==> config.mk <==
export PLATFORM = sky130hd
export DESIGN_NAME = cdiv_even
export DESIGN_NICKNAME = d
export VERILOG_FILES = /design/src/rtl/cdiv_pkg.sv /design/src/rtl/cdiv_ratio_reg.sv /design/src/rtl/cdiv_phase_cnt.sv /design/src/rtl/cdiv_seq.sv /design/src/rtl/cdiv_even.sv
export SDC_FILE = /design/constraint.sdc
export NUM_CORES = 1
export LEC_CHECK = 0
export ABC_CLOCK_PERIOD_IN_PS = 3730
export CAP_MARGIN = 20
export CORE_MARGIN = 1
export CORE_UTILIZATION = 40
export DETAILED_ROUTE_END_ITERATION = 7
export DONT_BUFFER_PORTS = 1
export PLACE_DENSITY_LB_ADDON = 0.12
export SETUP_SLACK_MARGIN = 0.3
export SYNTH_ARGS = -nofsm -noshare
export SYNTH_HDL_FRONTEND = slang
export SYNTH_SLANG_ARGS = --single-unit
==> constraint.sdc <==
create_clock -name clk_in -period 3.73 [get_ports clk_in]
set_input_delay 0.746 -clock clk_in [delete_from_list [all_inputs] [get_ports clk_in]]
set_output_delay 0.746 -clock clk_in [all_outputs]
set_load 0.05 [all_outputs]
==> src/rtl/cdiv_pkg.sv <==
// Shared types for the even ratio clock divider.
// Assumes: one clock domain; all inputs are synchronous to clk_in.
package cdiv_pkg;

    // Phase of the output waveform being generated.
    typedef enum logic [2:0] {
        PH_IDLE   = 3'd0,   // stopped, output low
        PH_LEAD_A = 3'd1,   // first half of the start-up lead-in (low)
        PH_LEAD_B = 3'd2,   // second half of the start-up lead-in (low)
        PH_HIGH   = 3'd3,   // high half of an output period
        PH_LOW    = 3'd4    // low half of an output period
    } cdiv_phase_e;

endpackage

==> src/rtl/cdiv_ratio_reg.sv <==
// Holds the terminal count (select value N) used for the current period.
// Assumes: load is pulsed only when a period begins, so both phases of
// a period always use the same length.
module cdiv_ratio_reg #(
    parameter int SEL_W = 3
) (
    input  logic             clk_in,
    input  logic             rst_n,
    input  logic             load,
    input  logic [SEL_W-1:0] sel_in,
    output logic [SEL_W-1:0] term
);

    // Capture the select value at each period start.
    always_ff @(posedge clk_in) begin
        if (!rst_n) begin
            term <= '0;
        end else if (load) begin
            term <= sel_in;
        end
    end

endmodule

==> src/rtl/cdiv_phase_cnt.sv <==
// Counts input cycles within one output phase and flags the last one.
// Assumes: term is stable while run is high within a phase.
module cdiv_phase_cnt #(
    parameter int SEL_W = 3
) (
    input  logic             clk_in,
    input  logic             rst_n,
    input  logic             run,
    input  logic [SEL_W-1:0] term,
    output logic             wrap
);

    logic [SEL_W-1:0] cnt_q;

    // A phase ends in the cycle where the count reaches the terminal value.
    assign wrap = run && (cnt_q == term);

    // Advance the count while running; clear it at phase ends and when idle.
    always_ff @(posedge clk_in) begin
        if (!rst_n || !run) begin
            cnt_q <= '0;
        end else if (wrap) begin
            cnt_q <= '0;
        end else begin
            cnt_q <= cnt_q + 1'b1;
        end
    end

endmodule

==> src/rtl/cdiv_seq.sv <==
// Sequences output phases: start, optional lead-in, high/low alternation
// and the clean stop at period ends. Drives the registered output.
// Assumes: wrap comes from cdiv_phase_cnt and marks a phase's last cycle.
module cdiv_seq
    import cdiv_pkg::*;
(
    input  logic clk_in,
    input  logic rst_n,
    input  logic stop,
    input  logic lead_en,
    input  logic wrap,
    output logic run,
    output logic load,
    output logic out_q
);

    cdiv_phase_e ph_q, ph_d;
    logic        period_end;

    assign run        = (ph_q != PH_IDLE);
    // A low phase (real or lead-in second half) ending closes a full period.
    assign period_end = wrap && ((ph_q == PH_LOW) || (ph_q == PH_LEAD_B));

    // Next phase selection.
    always_comb begin
        ph_d = ph_q;
        unique case (ph_q)
            PH_IDLE:   if (!stop) ph_d = lead_en ? PH_LEAD_A : PH_HIGH;
            PH_LEAD_A: if (wrap)  ph_d = PH_LEAD_B;
            PH_HIGH:   if (wrap)  ph_d = PH_LOW;
            PH_LEAD_B,
            PH_LOW:    if (wrap)  ph_d = stop ? PH_IDLE : PH_HIGH;
            default:              ph_d = PH_IDLE;
        endcase
    end

    // Load a new ratio whenever a period is about to begin.
    assign load = ((ph_q == PH_IDLE) && !stop) || (period_end && !stop);

    // Phase register and registered output level.
    always_ff @(posedge clk_in) begin
        if (!rst_n) begin
            ph_q  <= PH_IDLE;
            out_q <= 1'b0;
        end else begin
            ph_q  <= ph_d;
            out_q <= (ph_d == PH_HIGH);
        end
    end

endmodule

==> src/rtl/cdiv_even.sv <==
// Even ratio clock divider top: ratio 2*(N+1), 50 percent duty,
// stop honoured only at period ends, optional one-period lead-in.
// Assumes: all inputs synchronous to clk_in.
module cdiv_even #(
    parameter int SEL_W = 3
) (
    input  logic             clk_in,
    input  logic             rst_n,
    input  logic             div_stop,
    input  logic [SEL_W-1:0] ratio_sel,
    input  logic             lead_en,
    output logic             clk_div
);

    logic             run;
    logic             load;
    logic             wrap;
    logic [SEL_W-1:0] term;

    cdiv_ratio_reg #(.SEL_W(SEL_W)) u_ratio (
        .clk_in (clk_in),
        .rst_n  (rst_n),
        .load   (load),
        .sel_in (ratio_sel),
        .term   (term)
    );

    cdiv_phase_cnt #(.SEL_W(SEL_W)) u_cnt (
        .clk_in (clk_in),
        .rst_n  (rst_n),
        .run    (run),
        .term   (term),
        .wrap   (wrap)
    );

    cdiv_seq u_seq (
        .clk_in  (clk_in),
        .rst_n   (rst_n),
        .stop    (div_stop),
        .lead_en (lead_en),
        .wrap    (wrap),
        .run     (run),
        .load    (load),
        .out_q   (clk_div)
    );

endmodule

Word level (Yosys, flattened, before mapping)
Cells that the tools add are included.
- logic and storage cells: 32
- output and inout bits: 1
- bits of input ports: 7
- RAM bits: 0
- latch bits: 0
- ROM bits: 0
- bits in registers: 10
- memories: 0
- bitwise operators: 0
- mux-type cells: 7
- shift-type cells: 0
- add/sub/neg operators: 1
- order comparisons: 0
- div/mod/pow operators: 0
- equality and inequality tests: 6
- reduce and logical (&&, ||, !) cells: 14
- multipliers: 0
- operator list (kind ; count):
    two-way mux 3 bit ; 4
    one-hot mux 3 bit (4 select lines) ; 1
    == test 3 x 2 -> 1 bit, second input constant ; 3
    logical AND 1 bit ; 4
    two-way mux 2 bit ; 2
    OR reduction 2 bit ; 2
    adder 3 x 1 -> 3 bit, second input constant ; 1
    == test 3 x 1 -> 1 bit, second input constant ; 1
    == test 3 bit ; 1
    == test 3 bit, second input constant ; 1
    zero test 1 bit ; 3
    zero test 3 bit ; 1
    logical OR 1 bit ; 3
    nonzero test 3 bit ; 1

Logic depth before layout (Yosys ltp)
Gate-level depths: netlist of the first run.
- word-level depth: 5
- mapped depth: 5
- gate-level depth less buffers: 4

Modules after synthesis
A second synthesis of the first run with hierarchy kept.
- cells, all modules: 50
- area total of the unflattened synthesis: 508.0 µm²
- modules (own cells, without submodules) (module ; instances ; cells an instance ; area an instance (µm²) ; sequential area each (µm²)):
    cdiv_seq ; 1 ; 26 ; 240.2 ; 80.1
    cdiv_phase_cnt ; 1 ; 15 ; 158.9 ; 60.1
    cdiv_ratio_reg ; 1 ; 9 ; 108.9 ; 60.1

Least setup slack after synthesis of the first run
No wires, ideal clock.
- kind: input to register
- start: input port div_stop
- end: register u_seq.out_q
- required time: 3644 ps
- setup time: 86 ps
- cell stages on the path: 4
- data arrival time: 1690 ps
- path slack: 1953 ps
- cell sequence: or3_1 -> nor4_2 -> nor3_1 -> a221oi_2
- longest elaborated chain between the ends: 4
- elaborated cells on any way between the ends: 5
- classes of those cells: eq/ne (1); mux (4)
- RTL lines (element ; RTL line ; RTL):
    from (decl) ; cdiv_even.sv:9 ; input logic div_stop,
    two-way mux 2 bit ; cdiv_seq.sv:32 ; PH_LOW: if (wrap) ph_d = stop ? PH_IDLE : PH_HIGH;
    two-way mux 3 bit ; cdiv_seq.sv:32 ;
    one-hot mux 3 bit (4 select lines) * ; cdiv_seq.sv:27 ; unique case (ph_q)
    == test 3 x 2 -> 1 bit * ; cdiv_seq.sv:47 ; out_q <= (ph_d == PH_HIGH);
    to (signal assigned) ; cdiv_seq.sv:47 ;
    to (decl) ; cdiv_seq.sv:14 ; output logic out_q
Mark *: on every way between the ends. The rest lies on a longest branch, timed or not.
A chain may end at the register's enable or synchronous reset.

Worst setup path in the final report of the first run
Ends and elaborated chain as after synthesis.

==> reports/qor.yml, run 1 <==
endpoint_kind: "flop"
syn_nets: 69
share_seq_of_total_power: 0.400
firstDrtPassIters: 5
final.setup_skew_ns: 0.00100
globalRouteTotalUtil: 0.156
placementRows: 13
yosysMostFrequentCell: "dfxtp_1"
finalWirelength_um: 991
critical_path_peak_fanout: 5
synth.cell_area_um2: 581
rsz0062_at_grt: "false"
clock_tree.root_cell: "clkbuf_4"
ports_placed_on_the_boundary: 8
floorplan.core_area_um2: 1320
dominantRegCellSynth: "dfxtp_1"
cts-buffers-inserted: 3
post-route-period-util: 0.439
antenna_diodes: 0
syn-mean-instance-area_um2: 9.52
layout-drive-gt1-share: 0.175
cts.htree.levels: 1
period_minus_slack_ns: 1.64
clock_power_share: 0.133
gp_congestion: 0.664
drc: 0
remaining_antenna_violation_count: 0
synth_top_cell_by_area: "dfxtp_1"
dpl_worst_slack_ns: 1.81
fmaxAchievable_ghz: 0.610
netlist_top_cells_area: "dfxtp_1 (34%), xor2_2 (8.4%), xnor2_1 (6.0%)"
global_route.overflow_total: 0
setup_viol_count_final: 0
max_cap_violations: 0
drtIter0Drc: 6
worst_ir_drop_vdd_mv: 0.395
finalHoldViolations: 0
yosys.cell_types.count: 28
portion_of_synthesized_cell_area_occupied_by_the_leading_cell_type: 0.345
design.die.area_um2: 1610
power.switching_fraction: 0.458
power_frac_comb: 0.467
async_s_r_ff_share_synth: 0
grt_pass1_vias: 397
initial_utilization: 0.441
max-slew-margin-rel: 0.517
io_buffers: 0
leakage_nw: 0.235
critical_path_at_ns: 1.82
hold_path_class: "reg -> reg"
cts_tree: "done"
ys_seq_area_frac: 0.345
outcome: "complete, no violations"
number_of_clock_sinks_seen_by_cts: 10
wl_per_cell_um: 12.7
net-switching-power_uw: 251
finalHoldWorstSlack_ns: 0.547
cts_resized: 0
final.setup.tns_ns: 0
ys_seq_elements: 10
slew_viol_final: 0
final_net_count: 73
most_numerous_cell_types_in_the_synthesized_netlist: "dfxtp_1 (10), inv_1 (6), a21oi_1 (5), nor2_1 (4), xnor2_1 (4)"
post-dp-hpwl_um: 762
worst_slack_ns: 2.09
worstSkewPairLatency_ns: 0.26
yosysWarnings: 0
route.detailed.vias_per_inst: 5.62
post_synthesis_cells: 61
grt_start_max_net_pins: 11
die-height_um: 40.1
cts-hold-fix-buffers: 0
cell_internal_pwr_uw: 297
syn2layout_area_growth_pct: 5.17
worst_setup_hold_path_clk_slew_ns: 0.06
post_cts_buffers: 0
synth_edf_count: 0
antenna_found_initial: 0
dr_total_vias: 438
ff2ff_setup_slack_ns: 2.12
cts_buffer_depth: 2
powerDensity_nw_per_um2: 897
die_x_um: 40.1
worstMarginPinSlew_ns: 0.716
worst_endpoint_required_time_ns: 3.91
crit_type: "in -> reg"
grt_first_pass_wirelength_um: 1610
filler_cells: 133
startpoint_type: "input pin"
-- stage by stage --
stage	instance area [um^2]	cells	utilization	power, mW
global route	611	78	0.463	0.592
finish	611	78	0.463	0.547
global placement	588	75	0.446	0.481
detailed placement	588	75	0.446	0.475
floorplan	581	61	-	0.442
CTS	611	78	0.463	0.550
-- state kept, by name, indices dropped and copies added, names as in the netlist --
name	cells
u_seq.out_q	1
u_ratio.term	3
u_seq.ph_q	3
u_cnt.cnt_q	3
-- final cells by class --
type	count	area, um^2	area share
multi-input cells	44	347	0.568
flip-flops and latches	10	200	0.328
clock buffers	3	22.5	0.0369
inverters	6	22.5	0.0369
well taps	15	18.8	0.0307
-- power by group through the flow --
stage	clock network (mW)	registers, mW	logic, mW
CTS	0.0757	0.219	0.255
global placement	0	0.223	0.258
detailed placement	0	0.222	0.254
floorplan	0	0.204	0.238
finish	0.0726	0.219	0.256
global route	0.0813	0.226	0.284
-- worst paths after layout --
kind / startpoint / end / cells past startpoint
min: u_cnt.cnt_q[0] / u_cnt.cnt_q[0] / 1
max reg2reg: u_seq.ph_q[2] / u_seq.out_q / 4
max: div_stop / u_seq.out_q / 4
min reg2reg: u_cnt.cnt_q[0] / u_cnt.cnt_q[0] / 1
-- per-layer routing --
layer	part of all wire	global-route usage	up-vias	wire [um]
met5	0	0	-	0
met4	0.037	0.129	0	37
met3	0.033	0.0167	5	33
met2	0.38	0.206	10	372
met1	0.55	0.222	194	547
li1	-	-	229	-
-- cell usage in the layout, fill, tap and decap left out, types with 2 or more instances in the layout --
cell | synthesis | final
clkbuf_4 | 0 | 3
dfxtp_1 | 10 | 10
xor2_2 | 3 | 3
nor3_1 | 2 | 2
nor2_1 | 4 | 4
o41ai_1 | 3 | 3
or3_1 | 3 | 3
a21oi_1 | 5 | 5
xnor2_1 | 4 | 4
inv_1 | 6 | 6
nand2_1 | 2 | 2
o21ai_0 | 2 | 2
-- kinds of logic after synthesis --
family          Yosys count  synth area share
buf+inv                   7            0.0582
flops                    10             0.345
compound gates           15             0.188
fa+ha+maj                 1            0.0215
simple gates             21             0.244
xor+xnor                  7             0.144
-- worst max-delay path, cell delays in order --
cell and delay, ns:
or3_1 0.31, nor4_2 0.36, nor3_1 0.14, a221oi_2 0.26
Power figures use the tool's default switching activity.
==> run 2, diff against run 1 <==
--- a/config.mk
+++ b/config.mk
@@ -5,7 +5,7 @@
 export SDC_FILE = /design/constraint.sdc
 export NUM_CORES = 1
 export LEC_CHECK = 0
-export ABC_CLOCK_PERIOD_IN_PS = 3730
+export ABC_CLOCK_PERIOD_IN_PS = 1710
 export CAP_MARGIN = 20
 export CORE_MARGIN = 1
 export CORE_UTILIZATION = 40
==> constraint.sdc (replaced) <==
create_clock -name clk_in -period 1.71 [get_ports clk_in]
set_input_delay 0.342 -clock clk_in [delete_from_list [all_inputs] [get_ports clk_in]]
set_output_delay 0.342 -clock clk_in [all_outputs]
set_load 0.05 [all_outputs]
==> reports/qor.yml, run 2 (same netlist as run 1, synthesis figures left out) <==
outcome: "complete, no violations"
ff2ff_path_depth: 4
worst_ir_drop_vdd_mv: 0.970
final_net_count: 80
globalRouteTotalUtil: 0.202
fmaxAchievable_ghz: 0.697
hold_path_class: "in -> reg"
final.setup.tns_ns: 0
design.die.area_um2: 1610
post-place-cells: 79
number_of_clock_sinks_seen_by_cts: 10
finalWirelength_um: 1310
powerDensity_nw_per_um2: 2020
holdPathEnd: "u_ratio.term[1]"
ports_placed_on_the_boundary: 8
crit_type: "reg -> reg"
period_minus_slack_ns: 1.44
max-slew-margin-rel: 0.684
detailroute.wirelength.met2_um: 639
cts_tree: "done"
syn2layout_area_growth_pct: 30.0
max_cap_violations: 0
cts.htree.levels: 1
leading_cell_types_in_the_layout_fill_and_taps_excluded: "buf_4 (7), inv_1 (6), a21oi_1 (5)"
drtIter0Drc: 13
grt_pass1_vias: 465
cp_slowest_stage_delay_ns: 0.44
setup_viol_count_final: 0
critical_path.reg2reg.startpoint: "u_cnt.cnt_q[0]"
antenna_diodes: 0
io_buffers: 0
worst_setup_hold_path_clk_slew_ns: 0.06
worstMarginPinSlew_ns: 0.474
timing.hold.worst.start: "rst_n"
finalHoldWorstSlack_ns: 0.171
floorplan.core_area_um2: 1320
top_regs: "u_cnt.cnt_q (3), u_ratio.term (3), u_seq.ph_q (3)"
layout_commonest_cell: "buf_4"
layout-drive-gt1-share: 0.443
post-dp-hpwl_um: 863
global_route.overflow_total: 0
ff2ff_setup_slack_ns: 0.27
worst_endpoint_required_time_ns: 1.89
die-height_um: 40.1
placementRows: 13
dr_total_vias: 481
grt_start_max_net_pins: 10
cts_buffer_depth: 2
endpoint_kind: "flop"
startpoint_type: "flop"
final.setup_skew_ns: 0.00126
slew_viol_final: 0
worstReg2RegEnd: "u_seq.out_q"
grt_first_pass_wirelength_um: 2040
gp_congestion: 0.748
wl_per_cell_um: 15.4
finalNonFillerCells: 85
antenna_found_initial: 0
detail_route.wirelength.met1_um: 604
met3WireLength_um: 53
critical_path_peak_fanout: 5
cts-buffers-inserted: 3
clock_tree.root_cell: "clkbuf_4"
critical_path_at_ns: 1.62
rsz0062_at_grt: "true"
initial_utilization: 0.441
cp_slowest_cell: "nor4_4"
finalHoldViolations: 0
worstSkewPairLatency_ns: 0.26
firstDrtPassIters: 4
drc: 0
min_delay_path_depth: 2
post-route-period-util: 0.840
leakage_nw: 0.289
remaining_antenna_violation_count: 0
worstPathCellList: "xor2_4 > nor4_4 > nor3_2 > a221oi_2"
highest-signal-layer: "met4"
die_x_um: 40.1
route.detailed.vias_per_inst: 5.66
run 2: stage by stage:
| step | util | power, mW | worst slack (ns) | instance area [um^2] |
|---|---|---|---|---|
| floorplan | - | 1.02 | 0.299 | 601 |
| global placement | 0.484 | 1.15 | 0.198 | 638 |
| detailed placement | 0.484 | 1.15 | 0.183 | 638 |
| CTS | 0.559 | 1.47 | 0.267 | 737 |
| global route | 0.573 | 1.63 | 0.186 | 754 |
| finish | 0.573 | 1.52 | 0.274 | 754 |
run 2: report_power, final:
part / internal, mW / total (mW) / leakage (nW) / switching [mW]
Sequential: 0.345 / 0.515 / 0.0856 / 0.170
Combinational: 0.414 / 0.845 / 0.190 / 0.431
Clock: 0.0814 / 0.161 / 0.0138 / 0.0795
run 2: how the worst max path moves through the flow:
| stage | end | from | cells after the start |
|---|---|---|---|
| after floorplan | u_ratio.term[0] | u_seq.ph_q[1] | 5 |
| after global placement | u_ratio.term[1] | u_seq.ph_q[0] | 4 |
| after detailed placement | u_ratio.term[1] | u_cnt.cnt_q[0] | 4 |
| after CTS | u_ratio.term[1] | u_seq.ph_q[2] | 5 |
| after global routing | u_ratio.term[0] | u_cnt.cnt_q[0] | 4 |
| final | u_seq.out_q | u_cnt.cnt_q[0] | 4 |
run 2: worst max-delay path: cells and delay by family, from the launching register on:
family	cells	cell delay, ns
AND/OR/NAND/NOR	2	0.53
flip-flops	1	0.38
AO/OA/AOI/OAI	1	0.23
XOR/XNOR	1	0.21
run 2: layout make-up:
class,instances,area [um^2]
repair buffers,7,52.6
flip-flops and latches,10,216
multi-input cells,44,422
clock buffers,3,22.5
inverters,6,22.5
well taps,15,18.8
fillers,127,563
run 2: layer usage:
layer / vias to the layer above / track usage
met1: 221 / 0.266
met2: 14 / 0.306
met5: - / 0
li1: 244 / -
met3: 2 / 0.0611
met4: 0 / 0.0776
run 2: timing repair:
action	4_1_cts	5_1_grt
hold buffers	0	0
endpoints found under the setup margin	5	6
buffers inserted	3	0
pin swaps	8	2
gates resized for setup	12	4
==> run 3, diff against run 2 <==
--- a/config.mk
+++ b/config.mk
@@ -5,7 +5,7 @@
 export SDC_FILE = /design/constraint.sdc
 export NUM_CORES = 1
 export LEC_CHECK = 0
-export ABC_CLOCK_PERIOD_IN_PS = 1710
+export ABC_CLOCK_PERIOD_IN_PS = 1200
 export CAP_MARGIN = 20
 export CORE_MARGIN = 1
 export CORE_UTILIZATION = 40
==> constraint.sdc (replaced) <==
create_clock -name clk_in -period 1.2 [get_ports clk_in]
set_input_delay 0.24 -clock clk_in [delete_from_list [all_inputs] [get_ports clk_in]]
set_output_delay 0.24 -clock clk_in [all_outputs]
set_load 0.05 [all_outputs]
==> reports/qor.yml, run 3 (same netlist as run 1, synthesis figures left out) <==
drtIter0Drc: 6
syn2layout_area_growth_pct: 33.4
final.setup_skew_ns: 0.00489
leakage_nw: 0.282
globalRouteTotalUtil: 0.191
ff2ff_setup_slack_ns: -0.20
finalNonFillerCells: 84
layout_commonest_cell: "dfxtp_4"
finalHoldViolations: 0
global_route.overflow_total: 0
grt_start_max_net_pins: 10
critical_path_peak_fanout: 5
max_cap_violations: 0
final_net_count: 78
multi_input_comb_area_um2: 442
design.die.area_um2: 1610
remaining_antenna_violation_count: 0
cts_tree: "done"
worstMarginPinSlew_ns: 0.393
outcome: "finished with violations"
cts-hold-fix-buffers: 0
critical_path.reg2reg.startpoint: "u_ratio.term[1]"
top_regs: "u_cnt.cnt_q (3), u_ratio.term (3), u_seq.ph_q (3)"
final.setup.tns_ns: -0.949
worstPathCellList: "xor2_4 > nor4_4 > o41ai_1 > a21oi_2"
route.detailed.vias_per_inst: 5.44
critical_path_at_ns: 1.54
gp_congestion: 0.672
finalHoldWorstSlack_ns: 0.0850
post-place-cells: 80
period_minus_slack_ns: 1.40
io_buffers: 0
cp-endpoint: "u_ratio.term[0]"
worstReg2RegEnd: "u_ratio.term[0]"
worst_setup_hold_path_clk_slew_ns: 0.07
wl_per_cell_um: 14.0
grt_first_pass_wirelength_um: 1820
area.sequential_um2: 228
rsz0062_at_grt: "true"
placementRows: 13
ff2ff_path_depth: 4
drc: 0
cts.htree.levels: 1
antenna_diodes: 0
cp_slowest_cell: "o41ai_1"
antenna_found_initial: 0
clock_tree.root_cell: "clkbuf_4"
worst_slack_ns: -0.200
post-dp-hpwl_um: 911
crit_type: "reg -> reg"
worst_ir_drop_vdd_mv: 1.37
crit_family: "compound AO/OA/AOI/OAI gates"
firstDrtPassIters: 2
startpoint_type: "flop"
powerDensity_nw_per_um2: 2850
violations: "negative setup slack"
endpoint_kind: "flop"
number_of_clock_sinks_seen_by_cts: 10
setup_viol_count_final: 7
filler_cells: 113
slew_viol_final: 0
cp-startpoint: "u_ratio.term[1]"
post-route-period-util: 1.17
die_x_um: 40.1
leading_cell_types_in_the_layout_fill_and_taps_excluded: "dfxtp_4 (7), inv_1 (6), buf_4 (5)"
cts_buffer_depth: 2
cp_slowest_stage_delay_ns: 0.45
initial_utilization: 0.441
timing.critical_path.buf_inv: 0
cts-buffers-inserted: 3
layout-drive-gt1-share: 0.478
dr_total_vias: 457
floorplan.core_area_um2: 1320
ports_placed_on_the_boundary: 8
hold_path_class: "in -> reg"
worstSkewPairLatency_ns: 0.27
path_depth: 4
max-slew-margin-rel: 0.735
post_cts_buffers: 0
die-height_um: 40.1
fmaxAchievable_ghz: 0.714
worst_endpoint_required_time_ns: 1.34
finalWirelength_um: 1170
grt_pass1_vias: 411
-- run 3: cell count changes in the layout (fill, tap and decap cells not counted), sizes merged --
| cell | change |
|---|---|
| buf | -2 |
| clkinv | +1 |
-- run 3: routing by layer --
layer  GRT usage  vias up  share of wire
met5           0        -              0
met1       0.281      204           0.51
met4       0.129        0          0.025
met3      0.0500        3          0.029
li1            -      240              -
met2       0.234       10           0.43
-- run 3: area by class of cell --
cell class	instances	area share
Clock buffer	3	0.0291
Clock inverter	1	0.00485
Inverter	6	0.0291
Multi-Input combinational cell	44	0.570
Sequential cell	10	0.294
Tap cell	15	0.0242
Timing Repair Buffer	5	0.0485
-- run 3: worst reg2reg max path, cell delays in order, from the launching register on --
cell	delay, ns
dfxtp_4	0.39
xor2_4	0.28
nor4_4	0.11
o41ai_1	0.45
a21oi_2	0.04
-- run 3: what timing repair did --
item | 4_1_cts | 5_1_grt
gates cloned | 0 | 0
gates resized for setup | 6 | 4
pin swaps | 2 | 3
setup endpoints to repair | 11 | 11
-- run 3: power breakdown --
part	switching (mW)	internal, mW	total, mW
sequential	0.229	0.508	0.736
combinational	0.646	0.585	1.23
clock	0.121	0.120	0.241
total	0.996	1.21	2.21
-- run 3: worst min path at each step --
stage	end	cells past startpoint	start	slack, ns
after floorplan	u_ratio.term[0]	2	rst_n	0.35
after global placement	u_seq.ph_q[2]	1	rst_n	0.36
after detailed placement	u_ratio.term[0]	2	rst_n	0.36
after CTS	u_ratio.term[0]	2	rst_n	0.07
after global routing	u_seq.ph_q[2]	1	rst_n	0.09
final	u_seq.ph_q[2]	1	rst_n	0.09
-- run 3: per-stage QoR --
| stage | cell area, um^2 | worst slack (ns) | util | total power [mW] |
|---|---|---|---|---|
| 6_report | 774 | -0.200 | 0.588 | 2.21 |
| 5_1_grt | 774 | -0.285 | 0.588 | 2.36 |
| 4_1_cts | 754 | -0.195 | 0.573 | 2.13 |
| 3_5_place_dp | 707 | -0.238 | 0.537 | 1.81 |
| 3_3_place_gp | 707 | -0.210 | 0.537 | 1.80 |
| 2_1_floorplan | 662 | -0.210 | - | 1.58 |
